## config.mk

```make
export PLATFORM = sky130hd
export DESIGN_NAME = xbus_cycle_seq
export DESIGN_NICKNAME = d
export VERILOG_FILES = /design/src/rtl/xbus_pkg.sv /design/src/rtl/xbus_phase.sv /design/src/rtl/xbus_space.sv /design/src/rtl/xbus_strobe.sv /design/src/rtl/xbus_cycle_seq.sv
export SDC_FILE = /design/constraint.sdc
export NUM_CORES = 1
export LEC_CHECK = 0
export ABC_CLOCK_PERIOD_IN_PS = 2800
export BUFFER_PORTS_ARGS = -buffer_cell sky130_fd_sc_hd__buf_2
export CAP_MARGIN = 5
export CORE_UTILIZATION = 52
export DETAILED_ROUTE_END_ITERATION = 7
export GPL_TIMING_DRIVEN = 0
export PLACE_DENSITY = 0.8
export SLEW_MARGIN = 20
export SYNTH_ARGS = -nofsm -noshare
export SYNTH_HDL_FRONTEND = slang
export SYNTH_HIERARCHICAL = 1
export SYNTH_SLANG_ARGS = --single-unit
```

## constraint.sdc

```tcl
create_clock -name clk -period 2.8 [get_ports clk]
set_input_delay 0.14 -clock clk [delete_from_list [all_inputs] [get_ports clk]]
set_output_delay 0.14 -clock clk [all_outputs]
set_load 0.005 [all_outputs]
```

## src/rtl/xbus_pkg.sv

```systemverilog
package xbus_pkg;

    typedef enum logic [1:0] {
        MODE_FETCH  = 2'd0,
        MODE_DATA_A = 2'd1,
        MODE_DATA_B = 2'd2
    } bus_mode_e;

endpackage

```

## src/rtl/xbus_phase.sv

```systemverilog
module xbus_phase #(
    parameter int CYC_CLKS = 12
) (
    input  logic                             clk,
    input  logic                             rst_n,
    output logic                             half_o,
    output logic [$clog2(CYC_CLKS/2)-1:0]    hpos_o,
    output logic                             slot_end_o,
    output logic                             cyc_end_o
);
    localparam int HALF = CYC_CLKS / 2;
    localparam int HP_W = $clog2(HALF);

    typedef struct packed {
        logic            half;
        logic [HP_W-1:0] hpos;
    } phase_t;

    phase_t ph_d, ph_q;
    logic   slot_end;

    assign slot_end = (ph_q.hpos == HP_W'(HALF - 1));

    always_comb begin
        ph_d = ph_q;
        if (slot_end) begin
            ph_d.hpos = '0;
            ph_d.half = ~ph_q.half;
        end else begin
            ph_d.hpos = ph_q.hpos + 1'b1;
        end
    end

    always_ff @(posedge clk or negedge rst_n) begin
        if (!rst_n) begin
            ph_q.half <= 1'b1;
            ph_q.hpos <= HP_W'(HALF - 1);
        end else begin
            ph_q <= ph_d;
        end
    end

    assign half_o     = ph_q.half;
    assign hpos_o     = ph_q.hpos;
    assign slot_end_o = slot_end;
    assign cyc_end_o  = slot_end & ph_q.half;

    p_half_swap_r1: assert property (@(posedge clk) disable iff (!rst_n)
        slot_end |=> (half_o != $past(half_o)));
    p_half_hold_r1: assert property (@(posedge clk) disable iff (!rst_n)
        !slot_end |=> (half_o == $past(half_o)));
    p_hpos_range_r1: assert property (@(posedge clk) disable iff (!rst_n)
        int'(hpos_o) < HALF);

endmodule

```

## src/rtl/xbus_space.sv

```systemverilog
module xbus_space #(
    parameter int                ADDR_W       = 16,
    parameter logic [ADDR_W-1:0] INT_CODE_TOP = 16'h3FFF
) (
    input  logic              ea,
    input  logic [ADDR_W-1:0] addr,
    output logic              ext_o
);
    logic in_low_space;

    always_comb begin
        in_low_space = (addr <= INT_CODE_TOP);
        ext_o        = ~(ea & in_low_space);
    end

endmodule

```

## src/rtl/xbus_strobe.sv

```systemverilog
module xbus_strobe
    import xbus_pkg::*;
#(
    parameter int CYC_CLKS = 12,
    parameter int ALE_CLKS = 2,
    parameter int DATA_W   = 8
) (
    input  logic                          clk,
    input  logic                          rst_n,
    input  bus_mode_e                     mode,
    input  logic                          half,
    input  logic [$clog2(CYC_CLKS/2)-1:0] hpos,
    input  logic                          slot_ale,
    input  logic                          slot_bus,
    input  logic                          slot_fetch,
    input  logic                          d_we,
    input  logic [DATA_W-1:0]             addr_lo,
    input  logic [DATA_W-1:0]             wdata,
    output logic                          ale,
    output logic                          psen_n,
    output logic                          rd_n,
    output logic                          wr_n,
    output logic                          ad_oe,
    output logic [DATA_W-1:0]             ad_out
);
    localparam int HALF = CYC_CLKS / 2;
    localparam int HP_W = $clog2(HALF);

    logic in_ale, in_addr, in_strobe_part;
    logic dstrobe, wdrive, adrive;

    always_comb begin
        in_ale         = (hpos < HP_W'(ALE_CLKS));
        in_addr        = (hpos <= HP_W'(ALE_CLKS));
        in_strobe_part = ~in_addr;
        dstrobe = ((mode == MODE_DATA_A) & half & in_strobe_part)
                | ((mode == MODE_DATA_B) & ~half & (hpos < HP_W'(HALF - 1)));
        wdrive  = d_we & (((mode == MODE_DATA_A) & half & in_strobe_part)
                        | ((mode == MODE_DATA_B) & ~half));
        adrive  = slot_ale & slot_bus & in_addr;
        ale     = slot_ale & in_ale;
        psen_n  = ~(slot_fetch & slot_bus & in_strobe_part);
        rd_n    = ~(dstrobe & ~d_we);
        wr_n    = ~(dstrobe & d_we);
        ad_oe   = adrive | wdrive;
        ad_out  = wdrive ? wdata : addr_lo;
    end

    p_one_strobe_r12: assert property (@(posedge clk) disable iff (!rst_n)
        !(!rd_n && !wr_n));
    p_quiet_read_r12: assert property (@(posedge clk) disable iff (!rst_n)
        (!rd_n || !psen_n) |-> !ad_oe);
    p_no_code_in_data_r7: assert property (@(posedge clk) disable iff (!rst_n)
        (!rd_n || !wr_n) |-> psen_n);
    p_ale_off_in_strobe_r6: assert property (@(posedge clk) disable iff (!rst_n)
        (!rd_n || !wr_n || !psen_n) |-> !ale);
    p_addr_after_ale_r3: assert property (@(posedge clk) disable iff (!rst_n)
        ($fell(ale) && slot_bus) |-> ad_oe);

endmodule

```

## src/rtl/xbus_cycle_seq.sv

```systemverilog
module xbus_cycle_seq
    import xbus_pkg::*;
#(
    parameter int                ADDR_W       = 16,
    parameter int                DATA_W       = 8,
    parameter int                CYC_CLKS     = 12,
    parameter int                ALE_CLKS     = 2,
    parameter logic [ADDR_W-1:0] INT_CODE_TOP = 16'h3FFF
) (
    input  logic                 clk,
    input  logic                 rst_n,
    input  logic                 ea,
    input  logic [ADDR_W-1:0]    fetch_addr,
    input  logic                 dreq,
    input  logic                 dwe,
    input  logic [ADDR_W-1:0]    daddr,
    input  logic [DATA_W-1:0]    dwdata,
    input  logic [DATA_W-1:0]    ad_in,
    output logic                 ale,
    output logic                 psen_n,
    output logic                 rd_n,
    output logic                 wr_n,
    output logic [DATA_W-1:0]    ad_out,
    output logic                 ad_oe,
    output logic [ADDR_W-DATA_W-1:0] a_hi,
    output logic                 code_valid,
    output logic                 code_ext,
    output logic [DATA_W-1:0]    code_data,
    output logic [DATA_W-1:0]    rdata,
    output logic                 dack
);
    localparam int HALF = CYC_CLKS / 2;
    localparam int HP_W = $clog2(HALF);

    typedef struct packed {
        bus_mode_e         mode;
        logic [ADDR_W-1:0] slot_addr;
        logic              slot_ale;
        logic              slot_bus;
        logic              slot_fetch;
        logic [ADDR_W-1:0] d_addr;
        logic              d_we;
        logic [DATA_W-1:0] d_wdata;
        logic              code_valid;
        logic              code_ext;
        logic [DATA_W-1:0] code_data;
        logic [DATA_W-1:0] rdata;
        logic              dack;
    } seq_state_t;

    seq_state_t st_d, st_q;

    logic            half;
    logic [HP_W-1:0] hpos;
    logic            slot_end, cyc_end;
    logic            fetch_ext;
    logic            nxt_half;
    bus_mode_e       nxt_mode;

    xbus_phase #(.CYC_CLKS(CYC_CLKS)) u_phase (
        .clk        (clk),
        .rst_n      (rst_n),
        .half_o     (half),
        .hpos_o     (hpos),
        .slot_end_o (slot_end),
        .cyc_end_o  (cyc_end)
    );

    xbus_space #(.ADDR_W(ADDR_W), .INT_CODE_TOP(INT_CODE_TOP)) u_space (
        .ea    (ea),
        .addr  (fetch_addr),
        .ext_o (fetch_ext)
    );

    always_comb begin
        st_d            = st_q;
        st_d.code_valid = 1'b0;
        st_d.dack       = 1'b0;
        nxt_half        = slot_end ? ~half : half;
        nxt_mode        = st_q.mode;

        // machine-cycle mode step
        if (cyc_end) begin
            unique case (st_q.mode)
                MODE_DATA_A: nxt_mode = MODE_DATA_B;
                MODE_DATA_B: nxt_mode = MODE_FETCH;
                default: begin
                    if (dreq) begin
                        nxt_mode     = MODE_DATA_A;
                        st_d.d_addr  = daddr;
                        st_d.d_we    = dwe;
                        st_d.d_wdata = dwdata;
                    end else begin
                        nxt_mode = MODE_FETCH;
                    end
                end
            endcase
        end
        st_d.mode = nxt_mode;

        // close the finishing slot and open the next one
        if (slot_end) begin
            if (st_q.slot_fetch) begin
                st_d.code_valid = 1'b1;
                st_d.code_ext   = st_q.slot_bus;
                if (st_q.slot_bus) begin
                    st_d.code_data = ad_in;
                end
            end
            if ((nxt_mode == MODE_DATA_B) && !nxt_half) begin
                st_d.slot_ale   = 1'b0;
                st_d.slot_bus   = 1'b0;
                st_d.slot_fetch = 1'b0;
            end else if ((nxt_mode == MODE_DATA_A) && nxt_half) begin
                st_d.slot_addr  = st_q.d_addr;
                st_d.slot_ale   = 1'b1;
                st_d.slot_bus   = 1'b1;
                st_d.slot_fetch = 1'b0;
            end else begin
                st_d.slot_addr  = fetch_addr;
                st_d.slot_ale   = 1'b1;
                st_d.slot_bus   = fetch_ext;
                st_d.slot_fetch = (nxt_mode != MODE_DATA_B);
            end
        end

        // read capture on strobe rise, acknowledge in last clock of B
        if ((st_q.mode == MODE_DATA_B) && !half && (hpos == HP_W'(HALF - 2))
                && !st_q.d_we) begin
            st_d.rdata = ad_in;
        end
        if ((st_q.mode == MODE_DATA_B) && half && (hpos == HP_W'(HALF - 2))) begin
            st_d.dack = 1'b1;
        end
    end

    always_ff @(posedge clk or negedge rst_n) begin
        if (!rst_n) begin
            st_q <= '{mode: MODE_FETCH, default: '0};
        end else begin
            st_q <= st_d;
        end
    end

    xbus_strobe #(
        .CYC_CLKS (CYC_CLKS),
        .ALE_CLKS (ALE_CLKS),
        .DATA_W   (DATA_W)
    ) u_strobe (
        .clk        (clk),
        .rst_n      (rst_n),
        .mode       (st_q.mode),
        .half       (half),
        .hpos       (hpos),
        .slot_ale   (st_q.slot_ale),
        .slot_bus   (st_q.slot_bus),
        .slot_fetch (st_q.slot_fetch),
        .d_we       (st_q.d_we),
        .addr_lo    (st_q.slot_addr[DATA_W-1:0]),
        .wdata      (st_q.d_wdata),
        .ale        (ale),
        .psen_n     (psen_n),
        .rd_n       (rd_n),
        .wr_n       (wr_n),
        .ad_oe      (ad_oe),
        .ad_out     (ad_out)
    );

    assign a_hi       = st_q.slot_addr[ADDR_W-1:DATA_W];
    assign code_valid = st_q.code_valid;
    assign code_ext   = st_q.code_ext;
    assign code_data  = st_q.code_data;
    assign rdata      = st_q.rdata;
    assign dack       = st_q.dack;

    p_a_then_b_r6: assert property (@(posedge clk) disable iff (!rst_n)
        (st_q.mode == MODE_DATA_A && cyc_end) |=> (st_q.mode == MODE_DATA_B));
    p_b_then_fetch_r10: assert property (@(posedge clk) disable iff (!rst_n)
        (st_q.mode == MODE_DATA_B && cyc_end) |=> (st_q.mode == MODE_FETCH));
    p_dack_in_b_r10: assert property (@(posedge clk) disable iff (!rst_n)
        dack |-> (st_q.mode == MODE_DATA_B && cyc_end));
    p_code_pulse_r5: assert property (@(posedge clk) disable iff (!rst_n)
        code_valid |=> !code_valid);
    p_mode_only_at_end_r1: assert property (@(posedge clk) disable iff (!rst_n)
        !cyc_end |=> $stable(st_q.mode));

endmodule

```

### Word-level counts from Yosys, hierarchy flattened

Cells that the tools add are included.

* add/subtract/negate cells: 1
* $lt $le $gt $ge: 4
* equal/unequal tests: 7
* muxes and demuxes: 12
* bitwise gates (word level): 26
* reduce and logical (&&, ||, !) cells: 15

Operator list (number)
* $mux 10: 2
* $mux 19: 1
* $le 16x14->1 const B: 1
* $mux 8: 2
* $and 1x1->1: 14
* $not 1->1: 9
* $logic_and 1x1->1: 7
* $eq 3x3->1 const B: 2
* $mux 3: 2
* $reduce_and 3->1: 2
* $eq 2x1->1 const B: 2
* $eq 2x2->1 const B: 2
* $pmux 2 s2: 1
* $reduce_and 2->1: 2
* $add 3x1->3 const B: 1
* $le 3x2->1 const B: 1
* $logic_not 1->1: 3
* $lt 3x2->1 const B: 1
* $lt 3x3->1 const B: 1
* $mux 1: 3
* $or 1x1->1: 3
* $mux 2: 1
* $ne 2x2->1 const B: 1
* $reduce_or 2->1: 1

* register bits after elaboration: 69
* logic and storage cells: 80

### Longest topological paths before layout

Gate-level depths: netlist of the first run.

* depth in word-level cells: 7
* mapped depth: 9
* mapped depth without buffers: 7

### Cells and area by module

The synthesis of the first run kept the hierarchy.

Modules (own cells, without submodules)
* xbus_cycle_seq: instances 1, cells an instance 217, area an instance 2881.5 um^2, seq. area each 1626.6 um^2
* xbus_strobe: instances 1, cells an instance 23, area an instance 207.7 um^2, seq. area each 0.0 um^2
* xbus_phase: instances 1, cells an instance 13, area an instance 173.9 um^2, seq. area each 103.8 um^2
* xbus_space: instances 1, cells an instance 1, area an instance 8.8 um^2, seq. area each 0.0 um^2

### Least setup slack after synthesis of the first run

OpenSTA, ideal clock, no wires.

* kind: flip-flop to flip-flop
* start point: register, netlist name u_phase/hpos_o[2]
* end point: register st_q, in the netlist a_hi[5]
* setup time: 0.119 ns
* data arrival time: 2.029 ns
* path slack: 0.652 ns
* cell stages (with the launch flop): 9
* path buffers: 2
* clock period less this slack: 2.148 ns
* cell sequence: dfstp_2 and3b_4 and2_1 mux2i_2 o211ai_2 buf_6 buf_6 mux2i_1 o21ai_2

* word-level cells in the longest chain between the ends: 7

RTL lines
* $eq 3x3->1 *: RTL line xbus_phase.sv:22 `assign slot_end = (ph_q.hpos == HP_W'(HALF - 1));`
* via slot_end: RTL line xbus_cycle_seq.sv:55 `logic slot_end, cyc_end;`
* $and 1x1->1 *: RTL line xbus_phase.sv:46 `assign cyc_end_o = slot_end & ph_q.half;`
* via cyc_end: RTL line xbus_cycle_seq.sv:55
* $mux 2 *: RTL line xbus_cycle_seq.sv:83 `if (cyc_end) begin`
* $eq 2x2->1: RTL line xbus_cycle_seq.sv:110 `if ((nxt_mode == MODE_DATA_B) && !nxt_half) begin`
* $logic_and 1x1->1: RTL line xbus_cycle_seq.sv:110
* $not 1->1 (no line)
* $reduce_and 2->1 (no line)
* to (signal assigned): RTL line xbus_cycle_seq.sv:141 `st_q <= st_d;`
* to (decl): RTL line xbus_cycle_seq.sv:51 `seq_state_t st_d, st_q;`

The timed path passes the listed nets; every way through them passes the cells marked *.
A chain may end at the register's enable or synchronous reset.

### Final worst setup path of the first run

* start point: register, netlist name u_phase/hpos_o[2]
* end point: register st_q, in the netlist a_hi[4]

* word-level cells in the longest chain between the ends: 7

RTL lines (RTL line)
* $eq 3x3->1 *: xbus_phase.sv:22
* via slot_end: xbus_cycle_seq.sv:55
* $and 1x1->1 *: xbus_phase.sv:46
* via cyc_end: xbus_cycle_seq.sv:55
* $mux 2 *: xbus_cycle_seq.sv:83
* $eq 2x2->1: xbus_cycle_seq.sv:110
* $logic_and 1x1->1: xbus_cycle_seq.sv:110
* $not 1->1 (no line)
* $reduce_and 2->1 (no line)

Marked as above.

==> flow_summary_export.csv, run 1 <==
group,metric,value,unit
drt,vias,2223,
hold_path,hold_end,"st_q[30]",
floorplanning,std_cell_rows,28,
finish,fin_util,68.5,%
sta,slew_violations,0,
finish,syn_to_final_growth,25.4,%
placed_design,placed_cell_area,3860,um2
finish,fillerInstances,438,
clock_tree,cts_setup_buffers,0,
clock_tree,clock_sinks,69,
hold_path,hp-class,"primary input to flip-flop",
finish,fin_nets,414,
clock_tree,h-tree-depth,3,
synth,syn_nets,309,
pwr,powerDensity,600,nW/um2
pwr,max-vdd-ir-drop,0.000362,V
worst_setup_path,crit_path_end_kind,"flip-flop",
sta,tns,0,ns
drt,wl_per_cell,14.2,um
flow_run,cap_violations,0,
global_route,antenna_found_initial,0,
floorplanning,start_util,54.6,%
clock_tree,cts_buffer_depth,2,
clock_tree,tritoncts,"done",
worst_setup_path,critical_path_class,"flip-flop to flip-flop",
worst_setup_path,critical_path.max_fanout,10,
drt,drc_errors,0,
synth,synth-seq-cells,69,
floorplanning,die_w,81.3,um
worst_setup_path,worstRegToRegCells,8,
clock_tree,path_clk_slew,0.08,ns
drt,dr.pass1.iters,6,
clock_tree,ctsResizeCount,0,
hold_path,hp-start,"daddr[2]",
floorplanning,die_h,81.3,um
floorplanning,core_area,5990,um2
global_route,grt_util_all_layers,21.3,%
worst_setup_path,arrival,2.61,ns
synth,synthDistinctLibCells,38,
sta,max_slew_margin,62.2,%
drt,vias_per_cell,5.06,
global_route,grt_overflow,0,
clock_tree,cts_root_buffer,"clkbuf_8",
finish,layout_common_cells,"buf_2 (93), dfrtp_1 (66), mux2_2 (50)",
sta,clock_skew,0.00647,ns
synth,ys_seq_area_share,52.9,%
drt,drt-initial-drc-count,67,
global_route,grt_max_degree,48,
placed_design,place.gp.congestion,0.750,
finish,layout_commonest_cell,"buf_2",
sta,worstMarginPinSlew,0.567,ns
placed_design,hpwl,4600,um
sta,rsz0062_at_grt,"false",
synth,yosys_warnings,6,
placed_design,port_buffers,92,
synth,synth_area,3270,um2
placed_design,pre_cts_slack,0.462,ns
finish,drive_gt1_share,57.4,%
floorplanning,io_pins,93,
synth,synthCells,254,
worst_setup_path,rr_endpoint,"a_hi[4]",
run_status,status,"finished clean",
pwr,p_leak,2.10,nW
sta,period_share,84.9,%
sta,final-hold-violation-count,0,
hold_path,whs_path_depth,2,
finish,n_antenna_cell,0,
worst_setup_path,critPathRequiredTime,3.03,ns
finish,fin_area,4100,um2
sta,max_freq,421,MHz
drt,drt_wl_total,6240,um
sta,setup_viol,0,
pwr,total_power,2.46,mW
synth,avgSynthCellArea,12.9,um2
floorplanning,die-area,6610,um2
global_route,grt_pass1_wl,10400,um
clock_tree,clk-insertion-delay-late,0.34,ns
clock_tree,hold_buffers,1,
worst_setup_path,r2r_slack,0.42,ns
sta,fin_crit,2.38,ns
drt,ant_nets,0,
worst_setup_path,cp-start-kind,"flip-flop",
clock_tree,cts_inserted_buffers,9,
sta,setup_slack,0.424,ns
global_route,grt_pass1_vias,2243,
worst_setup_path,r2r_start,"u_phase/hpos_o[2]",
[critical path: stages (launching register included)]
cell and delay [ns]:
dfstp_2 0.61, and3b_4 0.31, and2_1 0.22, mux2i_2 0.40
o211ai_2 0.14, buf_6 0.18, buf_6 0.16, mux2i_1 0.17
o21ai_1 0.08
[state kept, by name, summed over array words and instances, names as in the netlist]
| register | count |
|---|---|
| st_q | 38 |
| dack | 1 |
| u_phase/half_o | 1 |
| code_ext | 1 |
| code_valid | 1 |
| u_phase/hpos_o | 3 |
| rdata | 8 |
| code_data | 8 |
| a_hi | 8 |
[cells in the mapped netlist (all sizes together)]
cell,count,area share [%]
dfrtp,66,50
mux2,50,17
buf,32,7.9
nand2,20,2.3
o21ai,20,3.6
mux2i,18,5.6
inv,10,1.1
nor2,4,0.46
dfstp,3,2.4
nand2b,3,0.57
a21oi,2,0.31
and2,2,0.38
ha,2,0.76
nand3b,2,0.46
nor3b,2,0.46
xor2,2,0.77
a41o,1,0.34
and2b,1,0.27
and3,1,0.23
and3b,1,0.38
nand3,1,0.15
nand4,1,0.19
nand4b,1,0.27
nor2b,1,0.19
nor3,1,0.15
o211ai,1,0.38
o22ai,1,0.19
o2bb2ai,1,0.27
o32ai,1,0.84
o41ai,1,0.84
or2,1,0.19
or3b,1,0.27
[logic make-up (layout without fill, tap and decap cells)]
family                   count (synthesis)  count (layout)  share of synthesized area, %
buffers and inverters                   42             152                          9.02
adder cells (fa/ha/maj)                  2               2                         0.765
XOR/XNOR                                 2               2                         0.765
AND/OR/NAND/NOR                         43              43                          6.92
flip-flops                              69              69                          52.9
multiplexers                            68              68                          22.8
AO/OA/AOI/OAI                           28              28                          6.81
[area by class of cell]
| type | instances | area (um2) | area share (%) |
|---|---|---|---|
| multi-input combinational | 143 | 1250 | 30.4 |
| clock buffer | 9 | 124 | 3.02 |
| buffer | 32 | 258 | 6.28 |
| inverter | 10 | 37.5 | 0.915 |
| sequential | 69 | 1730 | 42.2 |
| tap | 75 | 93.8 | 2.29 |
| timing repair buffer | 94 | 500 | 12.2 |
| clock inverter | 7 | 114 | 2.77 |
[layer usage]
layer | global-route usage, % | part of all wire, %
met1 | 25.2 | 42
met2 | 35.7 | 49
met3 | 7.08 | 7.2
met4 | 8.04 | 1.2
met5 | 0 | 0
[per-stage QoR]
stage / std cells / hold WS [ns]
floorplan: 254 / -0.156
global placement: 421 / 0.371
detailed placement: 422 / 0.0702
CTS: 439 / 0.0102
global route: 439 / 0.0101
finish: 439 / 0.0252
[worst max path at each step]
stage / from / endpoint / slack (ns)
final: u_phase/hpos_o[2] / a_hi[4] / 0.42
after global routing: u_phase/hpos_o[0] / a_hi[6] / 0.27
after CTS: u_phase/hpos_o[2] / st_q[53] / 0.42
after detailed placement: u_phase/hpos_o[2] / st_q[53] / 0.46
after global placement: u_phase/hpos_o[2] / a_hi[4] / 0.50
after floorplan: u_phase/hpos_o[2] / a_hi[5] / 0.65
[where the power goes]
| group | internal [mW] | switching, mW |
|---|---|---|
| Sequential | 1.10 | 0.0598 |
| Combinational | 0.212 | 0.124 |
| Clock | 0.588 | 0.376 |
| Total | 1.90 | 0.559 |
(Power assumes the default switching activity.)
==> run 2: changes to the inputs <==
Settings changed: ABC_AREA set to 1, ABC_CLOCK_PERIOD_IN_PS 2800 to 2000, CORE_UTILIZATION 52 to 47, PLACE_DENSITY 0.8 to 0.76.
Clock period 2.8 ns to 2 ns, I/O delays scaled along.
==> flow_summary_export.csv, run 2 <==
group,metric,value,unit
synth,ys.flop_type,"dfrtp_1",
flow_run,cap_violations,0,
synth,avgSynthCellArea,8.24,um2
synth,synth.most_common_cell,"nand2_1",
drt,drt-initial-drc-count,138,
finish,ff_latch_area,1730,um2
pwr,internal_power,2.58,mW
finish,syn_to_final_growth,31.3,%
worst_setup_path,crit_path_end_kind,"flip-flop",
synth,synth_top_cell_area_share,48.2,%
drt,wl_met3,305,um
drt,wl_met2,3780,um
synth,synthDistinctLibCells,24,
finish,final_cells,643,
floorplanning,core_area,6910,um2
synth,synthCells,416,
placed_design,pre_cts_slack,-0.137,ns
synth,yosys_warnings,6,
finish,drive_gt1_share,32.9,%
pwr,p_switching,745,uW
clock_tree,tritoncts,"done",
worst_setup_path,slowest_stage,"dfstp_2",
hold_path,hp-class,"primary input to flip-flop",
clock_tree,cts_root_buffer,"clkbuf_8",
run_status,status,"finished clean",
sta,period_share,93.9,%
synth,ys_seq_area_share,50.5,%
clock_tree,clk-insertion-delay-late,0.34,ns
pwr,clkPwrFrac,40.9,%
floorplanning,std_cell_rows,30,
sta,setup_viol,0,
finish,largest_register_ffs,38,
floorplanning,die_h,87.4,um
placed_design,dp.cells,605,
sta,final-hold-violation-count,0,
synth,synth_common_cells,"nand2_1 (122), dfrtp_1 (66), inv_1 (54)",
placed_design,hpwl,5370,um
worst_setup_path,slowest_delay,0.60,ns
synth,syn_nets,471,
drt,drt_wl_total,7680,um
pwr,seq_power_share,46.6,%
synth,yosysTopAreaCell,"dfrtp_1",
drt,top_layer,"met4",
clock_tree,cts_buffer_depth,2,
synth,yosys-top-cells-area,"dfrtp_1 (48%), nand2_1 (13%), nand3_1 (6.4%)",
drt,vias_per_cell,4.70,
drt,drc_errors,0,
pwr,comb_power_share,12.5,%
drt,wl_per_cell,11.9,um
worst_setup_path,path_delay_family,"simple AND/OR/NAND/NOR gates",
finish,fin_nets,597,
worst_setup_path,arrival,2.15,ns
clock_tree,clock_sinks,69,
pwr,switching_share,22.4,%
placed_design,placed_cell_area,4040,um2
sta,tns,0,ns
drt,wl_met1,3480,um
global_route,grt_pass1_wl,12800,um
pwr,max-vdd-ir-drop,0.000423,V
sta,worstMarginPinSlew,0.500,ns
clock_tree,h-tree-depth,3,
sta,slew_violations,0,
pwr,p_leak,2.52,nW
placed_design,port_buffers,92,
finish,layout_commonest_cell,"nand2_1",
finish,largest-register,"st_q",
worst_setup_path,cp_cell_sequence,"nand3_2 > nor2_4 > nand2_1 > nand2_2 > nand2_2 > o21ai_4 > buf_6 > nand2_1 > nand2_1",
floorplanning,io_pins,93,
drt,ant_nets,0,
global_route,grt_overflow,0,
finish,fin_area,4500,um2
finish,n_antenna_cell,0,
pwr,powerDensity,738,nW/um2
global_route,grt_util_all_layers,21.8,%
sta,holdWs,0.00945,ns
global_route,grt_max_degree,49,
worst_setup_path,critPathRequiredTime,2.27,ns
clock_tree,path_clk_slew,0.08,ns
finish,multiInputGateArea,1250,um2
worst_setup_path,critical_path.max_fanout,10,
drt,vias,3024,
finish,fillerInstances,598,
floorplanning,start_util,49.7,%
floorplanning,die-area,7640,um2
clock_tree,cts_inserted_buffers,9,
synth,synth_area,3430,um2
sta,max_freq,533,MHz
worst_setup_path,worst-path-buf-inv,1,
sta,clock_skew,0.0133,ns
floorplanning,die_w,87.4,um
drt,dr.pass1.iters,4,
global_route,antenna_found_initial,0,
sta,max_slew_margin,66.6,%
worst_setup_path,critical_path_class,"flip-flop to flip-flop",
placed_design,place.gp.congestion,0.804,
sta,setup_slack,0.122,ns
synth,synthArstFlopShare,100,%
synth,synth_edf_count,0,
synth,synth-seq-cells,69,
worst_setup_path,crit_top_cell,"nand2_1",
sta,fin_crit,1.88,ns
finish,layout_common_cells,"nand2_1 (122), buf_2 (96), dfrtp_1 (66)",
global_route,grt_pass1_vias,2915,
worst_setup_path,cp-start-kind,"flip-flop",
[run 2: per-layer routing]
metal / GRT usage (%) / vias to the layer above
met3: 3.32 / 13
met5: 0 / -
met2: 36.7 / 81
met1: 27.8 / 1410
met4: 9.39 / 0
li1: - / 1520
[run 2: final cells by class]
| type | count | area share, % |
|---|---|---|
| repair buffers | 116 | 15.5 |
| plain buffers | 36 | 5.56 |
| well taps | 96 | 2.67 |
| inverters | 56 | 4.67 |
| clock buffers | 12 | 3.22 |
| multi-input cells | 254 | 27.9 |
| flip-flops and latches | 69 | 38.4 |
| clock inverters | 4 | 2.11 |
[run 2: kinds of logic (layout without fill, tap and decap cells)]
family	Yosys count	count (layout)	share of synthesized area, %
buffers and inverters	93	224	13.5
muxes	9	9	2.96
and+or+nand+nor	207	207	26.7
DFF	69	69	50.5
adders and majority gates	2	2	0.730
AOI/OAI and AO/OA	36	36	5.58
[run 2: stage by stage]
step                      util, %  total power, mW
final                        65.2             3.32
after floorplan                 -             1.78
after global placement       58.1             1.95
after detailed placement     58.5             1.97
after global routing         65.2             3.48
after CTS                    64.1             3.36
[run 2: final timing paths]
path	from	end	slack [ns]	depth (start not counted)
worst max-delay path	u_phase/hpos_o[0]	a_hi[2]	0.12	9
worst min-delay path	daddr[11]	st_q[39]	0.009	3
worst max register to register	u_phase/hpos_o[0]	a_hi[2]	0.12	9
worst min register to register	a_hi[5]	a_hi[5]	0.48	2
max in group asynchronous	rst_n	u_phase/half_o	1.20	3
min in group asynchronous	rst_n	st_q[47]	0.21	2
[run 2: worst min-delay path: stages]
cell and delay [ns]:
buf_2 0.07, nor2_1 0.03, a21oi_1 0.10
[run 2: repair_timing]
item / CTS / global route
hold buffers: 14 / 0
gates cloned: 0 / 0
setup buffers: 0 / 9
endpoints found under the setup margin: 30 / 27
hold endpoints to repair: 81 / 0
resized for setup: 2 / 7
pin swaps: 0 / 2
[run 2: power by group through the flow]
stage	registers, mW	logic (mW)	clock network, mW
6_report	1.55	0.414	1.36
5_1_grt	1.56	0.472	1.44
4_1_cts	1.55	0.417	1.40
3_5_place_dp	1.57	0.395	0
3_3_place_gp	1.57	0.378	0
2_1_floorplan	1.56	0.216	0
==> run 3: changes to the inputs <==
Settings changed: CORE_MARGIN set to 2.
==> flow_summary_export.csv, run 3 (synthesis gave the netlist of run 2 again) <==
group,metric,value,unit
sta,worstMarginPinSlew,0.439,ns
sta,fin_crit,1.89,ns
global_route,antenna_found_initial,0,
drt,drt_wl_total,7490,um
placed_design,port_buffers,92,
floorplanning,die_h,89.4,um
worst_setup_path,critical_path_class,"flip-flop to flip-flop",
worst_setup_path,rr_endpoint,"a_hi[3]",
drt,drc_errors,0,
global_route,grt_util_all_layers,19.7,%
hold_path,hp-start,"dwdata[6]",
finish,layout_commonest_cell,"nand2_1",
worst_setup_path,critical_path.max_fanout,10,
finish,layout_common_cells,"nand2_1 (121), buf_2 (95), dfrtp_1 (66)",
hold_path,hold_end,"st_q[25]",
clock_tree,tritoncts,"done",
global_route,grt_overflow,0,
worst_setup_path,r2r_slack,0.11,ns
drt,vias,2984,
sta,period_share,94.3,%
floorplanning,io_pins,93,
sta,slew_violations,0,
finish,syn_to_final_growth,27.9,%
floorplanning,core_area,7180,um2
pwr,max-vdd-ir-drop,0.000382,V
clock_tree,clock_sinks,69,
pwr,powerDensity,660,nW/um2
sta,max_freq,530,MHz
worst_setup_path,r2r_start,"u_phase/hpos_o[2]",
placed_design,place.gp.congestion,0.828,
clock_tree,clk-insertion-delay-late,0.33,ns
clock_tree,path_clk_slew,0.07,ns
drt,ant_nets,0,
drt,dr.pass1.iters,4,
global_route,grt_pass1_vias,2800,
sta,final-hold-violation-count,0,
placed_design,dp.cells,608,
finish,largest_register_ffs,38,
floorplanning,std_cell_rows,31,
finish,drive_gt1_share,33.1,%
floorplanning,die-area,8000,um2
drt,wl_per_cell,11.7,um
finish,fin_util,61.2,%
finish,fin_nets,590,
sta,clock_skew,0.00561,ns
finish,n_antenna_cell,0,
floorplanning,die_w,89.4,um
worst_setup_path,crit_path_end_kind,"flip-flop",
hold_path,hp-class,"primary input to flip-flop",
worst_setup_path,worstRegToRegCells,11,
clock_tree,cts_buffer_depth,2,
clock_tree,h-tree-depth,3,
sta,max_slew_margin,70.7,%
global_route,grt_pass1_wl,12400,um
drt,drt-initial-drc-count,150,
drt,vias_per_cell,4.67,
finish,largest-register,"st_q",
hold_path,whs_path_depth,2,
worst_setup_path,arrival,2.11,ns
clock_tree,cts_inserted_buffers,9,
flow_run,cap_violations,0,
global_route,grt_max_degree,52,
finish,final_cells,639,
worst_setup_path,critPathRequiredTime,2.22,ns
placed_design,hpwl,5380,um
run_status,status,"finished clean",
clock_tree,cts_root_buffer,"clkbuf_8",
sta,setup_viol,0,
sta,holdWs,0.0103,ns
pwr,p_leak,2.46,nW
pwr,total_power,2.89,mW
floorplanning,start_util,47.8,%
worst_setup_path,cp-start-kind,"flip-flop",
run 3: repair_timing:
action | in CTS | in global routing
endpoints found under the hold margin | 74 | 0
hold buffers | 8 | 0
resized for setup | 3 | 7
pin swaps | 0 | 3
gates cloned | 0 | 0
setup endpoints to repair | 30 | 21
setup buffers | 0 | 7
run 3: area by class of cell:
| type | count | area, um2 |
|---|---|---|
| clock buffers | 11 | 131 |
| fillers | 653 | 2790 |
| flip-flops and latches | 69 | 1730 |
| clock inverters | 5 | 27.5 |
| inverters | 56 | 210 |
| multi-input cells | 254 | 1270 |
| well taps | 99 | 124 |
| repair buffers | 108 | 641 |
| plain buffers | 37 | 258 |
run 3: worst max-delay path by stage:
stage | start | end | slack (ns)
floorplan | u_phase/hpos_o[0] | a_hi[0] | 0.22
global placement | u_phase/hpos_o[0] | st_q[54] | -0.05
detailed placement | u_phase/hpos_o[0] | a_hi[3] | -0.11
CTS | u_phase/hpos_o[0] | a_hi[3] | 0.05
global route | u_phase/hpos_o[2] | a_hi[3] | -0.003
finish | u_phase/hpos_o[2] | a_hi[3] | 0.11
run 3: power by group:
part	internal, mW	switching [mW]	total [mW]
logic	0.214	0.191	0.405
clock network	0.442	0.497	0.939
registers	1.50	0.0548	1.55
run 3: stage by stage:
| stage | TNS (ns) | setup WS (ns) | instance area, um2 |
|---|---|---|---|
| 4_1_cts | 0 | 0.0529 | 4300 |
| 3_5_place_dp | -1.37 | -0.107 | 4040 |
| 3_3_place_gp | -0.498 | -0.0528 | 4010 |
| 5_1_grt | -0.00328 | -0.00328 | 4390 |
| 2_1_floorplan | 0 | 0.222 | 3430 |
| 6_report | 0 | 0.113 | 4390 |
run 3: worst max-delay path: stages (launching register included):
cell	delay (ns)
dfstp_2	0.60
nand2_2	0.08
nor2_2	0.10
buf_4	0.17
inv_2	0.07
nand2_1	0.05
nand2_1	0.08
nor2_4	0.19
buf_4	0.19
nand3_1	0.10
nand3_1	0.10
nand2_1	0.05
run 3: routing by layer:
metal	vias up	part of all wire, %	track usage [%]
met5	-	0	0
met4	0	0.88	6.65
met3	8	5.1	3.32
met2	88	48	32.0
met1	1386	46	26.7
li1	1502	-	-
